==> src/rtl/picd_pkg.sv <==
package picd_pkg;
    localparam int LINES = 8;
    localparam int LW    = $clog2(LINES);
    localparam int DW    = 8;
    localparam int NPF   = 3;
    localparam logic [DW-1:0] BASE_KEEP = ~DW'((1 << LW) - 1);

    typedef enum logic [1:0] {
        ST_MASK    = 2'd0,
        ST_BASE    = 2'd1,
        ST_CASCADE = 2'd2,
        ST_MODE    = 2'd3
    } init_step_e;

    localparam logic [2:0] OP_ROT_CLR = 3'd0;
    localparam logic [2:0] OP_NS_EOI  = 3'd1;
    localparam logic [2:0] OP_NOP     = 3'd2;
    localparam logic [2:0] OP_SP_EOI  = 3'd3;
    localparam logic [2:0] OP_ROT_SET = 3'd4;
    localparam logic [2:0] OP_NS_ROT  = 3'd5;
    localparam logic [2:0] OP_SET_PRI = 3'd6;
    localparam logic [2:0] OP_SP_ROT  = 3'd7;
endpackage

==> src/rtl/picd_prio_find.sv <==
module picd_prio_find
    import picd_pkg::*;
(
    input  logic [LINES-1:0] vec,
    input  logic [LW-1:0]    base,
    output logic             hit,
    output logic [LW-1:0]    rank,
    output logic [LW-1:0]    line
);
    logic [2*LINES-1:0] dbl;
    logic [LINES-1:0]   rot;

    always_comb begin
        dbl  = {vec, vec};
        rot  = dbl[base +: LINES];
        hit  = |rot;
        rank = '0;
        for (int i = LINES - 1; i >= 0; i--) begin
            if (rot[i]) rank = LW'(i);
        end
        line = rank + base;
    end
endmodule

==> src/rtl/picd_init_seq.sv <==
module picd_init_seq
    import picd_pkg::*;
(
    input  logic       clk,
    input  logic       rst_n,
    input  logic       start,
    input  logic       need_mode,
    input  logic       single,
    input  logic       wr1,
    output init_step_e step
);
    init_step_e step_q, step_nx;
    logic       need_q, single_q;

    always_ff @(posedge clk or negedge rst_n) begin
        if (!rst_n) begin
            step_q   <= ST_MASK;
            need_q   <= 1'b0;
            single_q <= 1'b0;
        end else begin
            step_q <= step_nx;
            if (start) begin
                need_q   <= need_mode;
                single_q <= single;
            end
        end
    end

    always_comb begin
        step_nx = step_q;
        if (start) begin
            step_nx = ST_BASE;
        end else if (wr1) begin
            unique case (step_q)
                ST_MASK:    step_nx = ST_MASK;
                ST_BASE:    step_nx = !single_q ? ST_CASCADE : (need_q ? ST_MODE : ST_MASK);
                ST_CASCADE: step_nx = need_q ? ST_MODE : ST_MASK;
                ST_MODE:    step_nx = ST_MASK;
            endcase
        end
    end

    assign step = step_q;
endmodule

==> src/rtl/pic_cmd_decoder.sv <==
module pic_cmd_decoder
    import picd_pkg::*;
(
    input  logic          clk,
    input  logic          rst_n,
    input  logic          wr_en,
    input  logic          rd_en,
    input  logic          addr,
    input  logic [DW-1:0] wdata,
    input  logic [DW-1:0] req_in,
    output logic [DW-1:0] rdata,
    output logic [DW-1:0] mask_o,
    output logic [DW-1:0] isr_o,
    output logic [DW-1:0] vec_base,
    output logic [LW-1:0] rot_offset,
    output logic          rot_on_aeoi,
    output logic          auto_eoi,
    output logic          spec_nested,
    output logic          spec_mask,
    output logic          level_err,
    output logic          poll_ack,
    output logic [LW-1:0] ack_line,
    output logic          init_clr
);
    localparam int PF_REQ = 0;
    localparam int PF_CUR = 1;
    localparam int PF_EOI = 2;

    logic [DW-1:0] mask_q, isr_q, base_q, rdata_q;
    logic [LW-1:0] off_q, aline_q;
    logic rot_q, aeoi_q, sfnm_q, smm_q, poll_q, rsel_q, lerr_q, pack_q, iclr_q;
    init_step_e step;

    logic             is_init, is_mode, is_cmd, wr1, rd_go, poll_win;
    logic [2:0]       code;
    logic [LW-1:0]    wline;
    logic [LINES-1:0] pf_vec  [NPF];
    logic             pf_hit  [NPF];
    logic [LW-1:0]    pf_rank [NPF];
    logic [LW-1:0]    pf_line [NPF];

    assign is_init = wr_en && !addr && wdata[4];
    assign is_mode = wr_en && !addr && !wdata[4] && wdata[3];
    assign is_cmd  = wr_en && !addr && !wdata[4] && !wdata[3];
    assign wr1     = wr_en && addr;
    assign rd_go   = rd_en && !wr_en;
    assign code    = wdata[DW-1:DW-3];
    assign wline   = wdata[LW-1:0];

    assign pf_vec[PF_REQ] = req_in & ~mask_q;
    assign pf_vec[PF_CUR] = smm_q ? (isr_q & ~mask_q) : isr_q;
    assign pf_vec[PF_EOI] = isr_q;

    for (genvar g = 0; g < NPF; g++) begin : g_pf
        picd_prio_find u_pf (
            .vec  (pf_vec[g]),
            .base (off_q),
            .hit  (pf_hit[g]),
            .rank (pf_rank[g]),
            .line (pf_line[g])
        );
    end

    assign poll_win = pf_hit[PF_REQ] &&
                      (!pf_hit[PF_CUR] || (pf_rank[PF_REQ] < pf_rank[PF_CUR]));

    picd_init_seq u_seq (
        .clk       (clk),
        .rst_n     (rst_n),
        .start     (is_init),
        .need_mode (wdata[0]),
        .single    (wdata[1]),
        .wr1       (wr1),
        .step      (step)
    );

    always_ff @(posedge clk or negedge rst_n) begin
        if (!rst_n) begin
            mask_q  <= '0;
            isr_q   <= '0;
            base_q  <= '0;
            rdata_q <= '0;
            off_q   <= '0;
            aline_q <= '0;
            rot_q   <= 1'b0;
            aeoi_q  <= 1'b0;
            sfnm_q  <= 1'b0;
            smm_q   <= 1'b0;
            poll_q  <= 1'b0;
            rsel_q  <= 1'b0;
            lerr_q  <= 1'b0;
            pack_q  <= 1'b0;
            iclr_q  <= 1'b0;
        end else begin
            pack_q <= 1'b0;
            iclr_q <= 1'b0;
            if (is_init) begin
                mask_q <= '0;
                isr_q  <= '0;
                off_q  <= '0;
                poll_q <= 1'b0;
                smm_q  <= 1'b0;
                aeoi_q <= 1'b0;
                rot_q  <= 1'b0;
                rsel_q <= 1'b0;
                lerr_q <= wdata[3];
                iclr_q <= 1'b1;
            end else if (is_mode) begin
                if (wdata[2]) poll_q <= 1'b1;
                if (wdata[1]) rsel_q <= wdata[0];
                if (wdata[6]) smm_q  <= wdata[5];
            end else if (is_cmd) begin
                case (code)
                    OP_ROT_CLR, OP_ROT_SET: rot_q <= code[2];
                    OP_NS_EOI, OP_NS_ROT: begin
                        if (pf_hit[PF_EOI]) begin
                            isr_q[pf_line[PF_EOI]] <= 1'b0;
                            if (code == OP_NS_ROT) off_q <= pf_line[PF_EOI] + 1'b1;
                        end
                    end
                    OP_SP_EOI: isr_q[wline] <= 1'b0;
                    OP_SET_PRI: off_q <= wline + 1'b1;
                    OP_SP_ROT: begin
                        isr_q[wline] <= 1'b0;
                        off_q        <= wline + 1'b1;
                    end
                    default: ;
                endcase
            end else if (wr1) begin
                unique case (step)
                    ST_MASK:    mask_q <= wdata;
                    ST_BASE:    base_q <= wdata & BASE_KEEP;
                    ST_CASCADE: ;
                    ST_MODE: begin
                        sfnm_q <= wdata[4];
                        aeoi_q <= wdata[1];
                    end
                endcase
            end else if (rd_go) begin
                if (poll_q) begin
                    poll_q <= 1'b0;
                    if (poll_win) begin
                        rdata_q <= 8'h80 | DW'(pf_line[PF_REQ]);
                        pack_q  <= 1'b1;
                        aline_q <= pf_line[PF_REQ];
                        if (aeoi_q) begin
                            if (rot_q) off_q <= pf_line[PF_REQ] + 1'b1;
                        end else begin
                            isr_q[pf_line[PF_REQ]] <= 1'b1;
                        end
                    end else begin
                        rdata_q <= '0;
                    end
                end else begin
                    rdata_q <= addr ? mask_q : (rsel_q ? isr_q : req_in);
                end
            end
        end
    end

    assign rdata       = rdata_q;
    assign mask_o      = mask_q;
    assign isr_o       = isr_q;
    assign vec_base    = base_q;
    assign rot_offset  = off_q;
    assign rot_on_aeoi = rot_q;
    assign auto_eoi    = aeoi_q;
    assign spec_nested = sfnm_q;
    assign spec_mask   = smm_q;
    assign level_err   = lerr_q;
    assign poll_ack    = pack_q;
    assign ack_line    = aline_q;
    assign init_clr    = iclr_q;
endmodule

==> config.mk <==
export PLATFORM = sky130hd
export DESIGN_NAME = pic_cmd_decoder
export DESIGN_NICKNAME = d
export VERILOG_FILES = /design/src/rtl/picd_pkg.sv /design/src/rtl/picd_prio_find.sv /design/src/rtl/picd_init_seq.sv /design/src/rtl/pic_cmd_decoder.sv
export SDC_FILE = /design/constraint.sdc
export NUM_CORES = 1
export LEC_CHECK = 0
export ABC_AREA = 1
export BUFFER_PORTS_ARGS = -buffer_cell sky130_fd_sc_hd__buf_2
export CAP_MARGIN = 0
export CORE_ASPECT_RATIO = 0.7
export CORE_MARGIN = 4
export CORE_UTILIZATION = 50
export CTS_CLUSTER_SIZE = 28
export DETAILED_ROUTE_END_ITERATION = 16
export GPL_TIMING_DRIVEN = 0
export PLACE_DENSITY = 0.76
export SETUP_SLACK_MARGIN = 0.15
export SLEW_MARGIN = 30
export SYNTH_ARGS = -nofsm -noshare
export SYNTH_HDL_FRONTEND = slang
export SYNTH_SLANG_ARGS = --single-unit
==> constraint.sdc <==
create_clock -name clk -period 6.51 [get_ports clk]
set_clock_uncertainty 0.05 [all_clocks]
set_input_delay 1.302 -clock clk [delete_from_list [all_inputs] [get_ports clk]]
set_output_delay 1.302 -clock clk [all_outputs]
set_load 0.01 [all_outputs]
==> reports/metrics.cfg <==
[drt]
drtIter0Drc = 725
wl_per_cell_um = 16.6
wl_um = 13700
drtAntennaViolNets = 0
vias = 4838
drcViolationCount = 0
viasPerCell = 5.85
first_pass_iters = 6

[cts]
h-tree-depth = 2
path_clk_slew_ps = 70
cts_root_buf = clkbuf_16
postCtsResizedCells = 0
clock_sinks = 48
cts_max_path_buffers = 2
numCtsBuffers = 5
clock_latency_ps = 290
cts_tree = built
cts_setup_buffers = 0
cts_hold_buffers = 0

[sta]
slew_headroom_pct = 58.6
tightestPinTransition_ps = 620
rsz0062_at_grt = false
whs_ps = 429
min_period_ps = 3970
fmaxAchievable_mhz = 252
tns_ps = 0
maxSlewViolCount = 0
hold_violations = 0
timing.final.crit_share_pct = 61.0
finalSetupViolations = 0

[synth]
syn_avg_cell_area_um2 = 6.34
synth_warnings = 0
synth_top_area_share_pct = 29.0
synth.yosys.seq_area_share_pct = 29.0
synth.area.top_cells = dfrtp_1 29%, nand2_1 19%, nand3_1 11%
ys_ff_latch = 48
netlist.top_cell.by_area = dfrtp_1
netlist-cell-type-count = 42
synthCells = 654
syn_area_um2 = 4150

[die]
io_pins = 66
die_h_um = 84.2
coreArea_um2 = 7970
num_rows = 27
start_util_pct = 52.0
die_area_um2 = 9840
die_w_um = 117

[worst_setup_path]
cp_common_cell = nand2_1
critPathKind = reg2reg
worstPathRequired_ps = 6690
cp_max_fo = 8
slowest_stage = fa_1
cp-startpoint = isr_o[0]
critPathArrivalTime_ps = 4150
r2r-start = isr_o[0]
cp_cell_sequence = clkbuf_1, nand2_1, o21ai_1, o21ai_1, o21ai_1, a21oi_1, o21ai_0, nand2_1, a21boi_0, ha_1, inv_1, fa_1, inv_1, o211ai_1, o21ai_0, ha_1, nand3_1, nand2_1, nor2_1, nand4_1, nand2_1
critPathMaxStageDelay_ps = 590
endpoint_kind = flop
start_kind = flop

[pwr]
p_leak_nw = 2.52
power_mw = 2.62
switching_share_pct = 53.7
clkPwrFrac_pct = 13.1
power_frac_seq_pct = 18.5
p_sw_mw = 1.41
power_density_nw_per_um2 = 547
peakVddDrop_uv = 290
p_int_mw = 1.21
power_frac_comb_pct = 68.4

[final_layout]
final_nets = 753
diodes = 0
area_delta_synth_final_pct = 15.4
final_cells = 827
layout_common_cells = 213 x nand2_1, 94 x nand3_1, 70 x buf_2, 61 x inv_1, 48 x dfrtp_1
final_layout_size_suffix_gt1_share_pct = 17.1
layout_commonest_cell = nand2_1

[global_routing]
grt_pass1_wl_um = 22500
grt_overflow_total = 0
grt_max_degree = 49
grtUsageTotal_pct = 28.7
antenna_found_initial = 0
first_global_vias = 4375

[worst_hold_path]
hp-start = ack_line[0]
hold_class = reg2reg

[placed_design]
place.gp.congestion = 0.939
portBuffers = 62
dp.cells = 819
dpl.hpwl_um = 11000

[outcome]
status = finished clean

[job]
maxCapViolCount = 0

-- cell usage after synthesis --
master	number
nand2_1	213
nand3_1	94
inv_1	61
dfrtp_1	48
o21ai_0	42
nor2_1	35
a21oi_1	24
nand4_1	24
o21ai_1	12
nand3_2	11
buf_2	9
clkbuf_1	9
nand2_2	6
a21oi_2	5
a31oi_1	5
buf_4	5
buf_6	5
ha_1	5
o211ai_1	4
inv_2	3
nor2_4	3
nor3_1	3
o22ai_1	3
clkinv_1	2
fa_1	2
nand3b_1	2
nor2_2	2
o21bai_1	2
xor2_1	2
a21boi_0	1
a221oi_1	1
a22oi_1	1
and2_1	1
buf_1	1
conb_1	1
inv_4	1
mux2_2	1
nand2_4	1
nor3_2	1
o21ai_2	1
o32ai_1	1
or2_1	1
-- final cells by class --
type | count | area, um2
Clock buffer | 5 | 125
Tap cell | 101 | 126
Sequential cell | 48 | 1200
Multi-Input combinational cell | 512 | 2520
Clock inverter | 3 | 68.8
Buffer | 29 | 176
Inverter | 67 | 254
Timing Repair Buffer | 62 | 313
Fill cell | 786 | 3190
-- routing by layer --
| metal | vias to the layer above | routed length, um | GRT usage (%) | share of wire, % |
|---|---|---|---|---|
| met5 | - | 0 | 0 | 0 |
| met4 | 0 | 185 | 6.04 | 1.3 |
| met3 | 25 | 1590 | 6.34 | 12 |
| met2 | 267 | 5490 | 40.2 | 40 |
| met1 | 2236 | 6450 | 44.9 | 47 |
| li1 | 2310 | - | - | - |
-- critical path: cells and delay by family (launching register included) --
kind | cells | cell delay (ps)
simple gates | 7 | 650
compound gates | 8 | 1240
buf+inv | 3 | 630
flops | 1 | 350
fa+ha+maj | 3 | 990
-- power by group through the flow --
stage / logic, mW / clock network, mW / registers [mW]
floorplan: 1.26 / 0 / 0.491
global placement: 1.71 / 0 / 0.480
detailed placement: 1.75 / 0 / 0.483
CTS: 1.76 / 0.343 / 0.478
global route: 2.01 / 0.358 / 0.492
finish: 1.79 / 0.343 / 0.483
-- sequential cells by signal (all words and copies together) (netlist names) --
name	count
rsel_q	1
spec_nested	1
u_seq.need_q	1
rot_on_aeoi	1
vec_base	5
spec_mask	1
mask_o	8
u_seq.step	2
rdata	8
auto_eoi	1
poll_ack	1
rot_offset	3
level_err	1
init_clr	1
ack_line	3
isr_o	8
poll_q	1
u_seq.single_q	1
-- metrics by stage --
stage	util (%)	worst slack, ps	area (um2)
finish	60.0	2540	4790
global route	60.0	2180	4790
CTS	60.0	2580	4790
detailed placement	57.6	2390	4590
global placement	57.6	2470	4590
floorplan	-	2940	4150
-- cell families after synthesis --
logic type,count (synthesis),synth area share [%]
adder cells (fa/ha/maj),7,2.47
buffers and inverters,96,10.4
multiplexers,1,0.272
XOR/XNOR,2,0.423
other,1,0.0904
AND/OR/NAND/NOR,397,43.6
flip-flops,48,29.0
AO/OA/AOI/OAI,102,13.8
-- final timing paths --
check / depth (start not counted) / slack (ps) / to
worst max-delay path: 21 / 2540 / rot_offset[2]
worst min-delay path: 2 / 430 / ack_line[0]
worst max register to register: 21 / 2540 / rot_offset[2]
worst min register to register: 2 / 430 / ack_line[0]
max in group asynchronous: 1 / 5010 / u_seq.need_q
min in group asynchronous: 1 / 970 / rdata[2]
No activity file was read; power rests on OpenSTA's default activity.
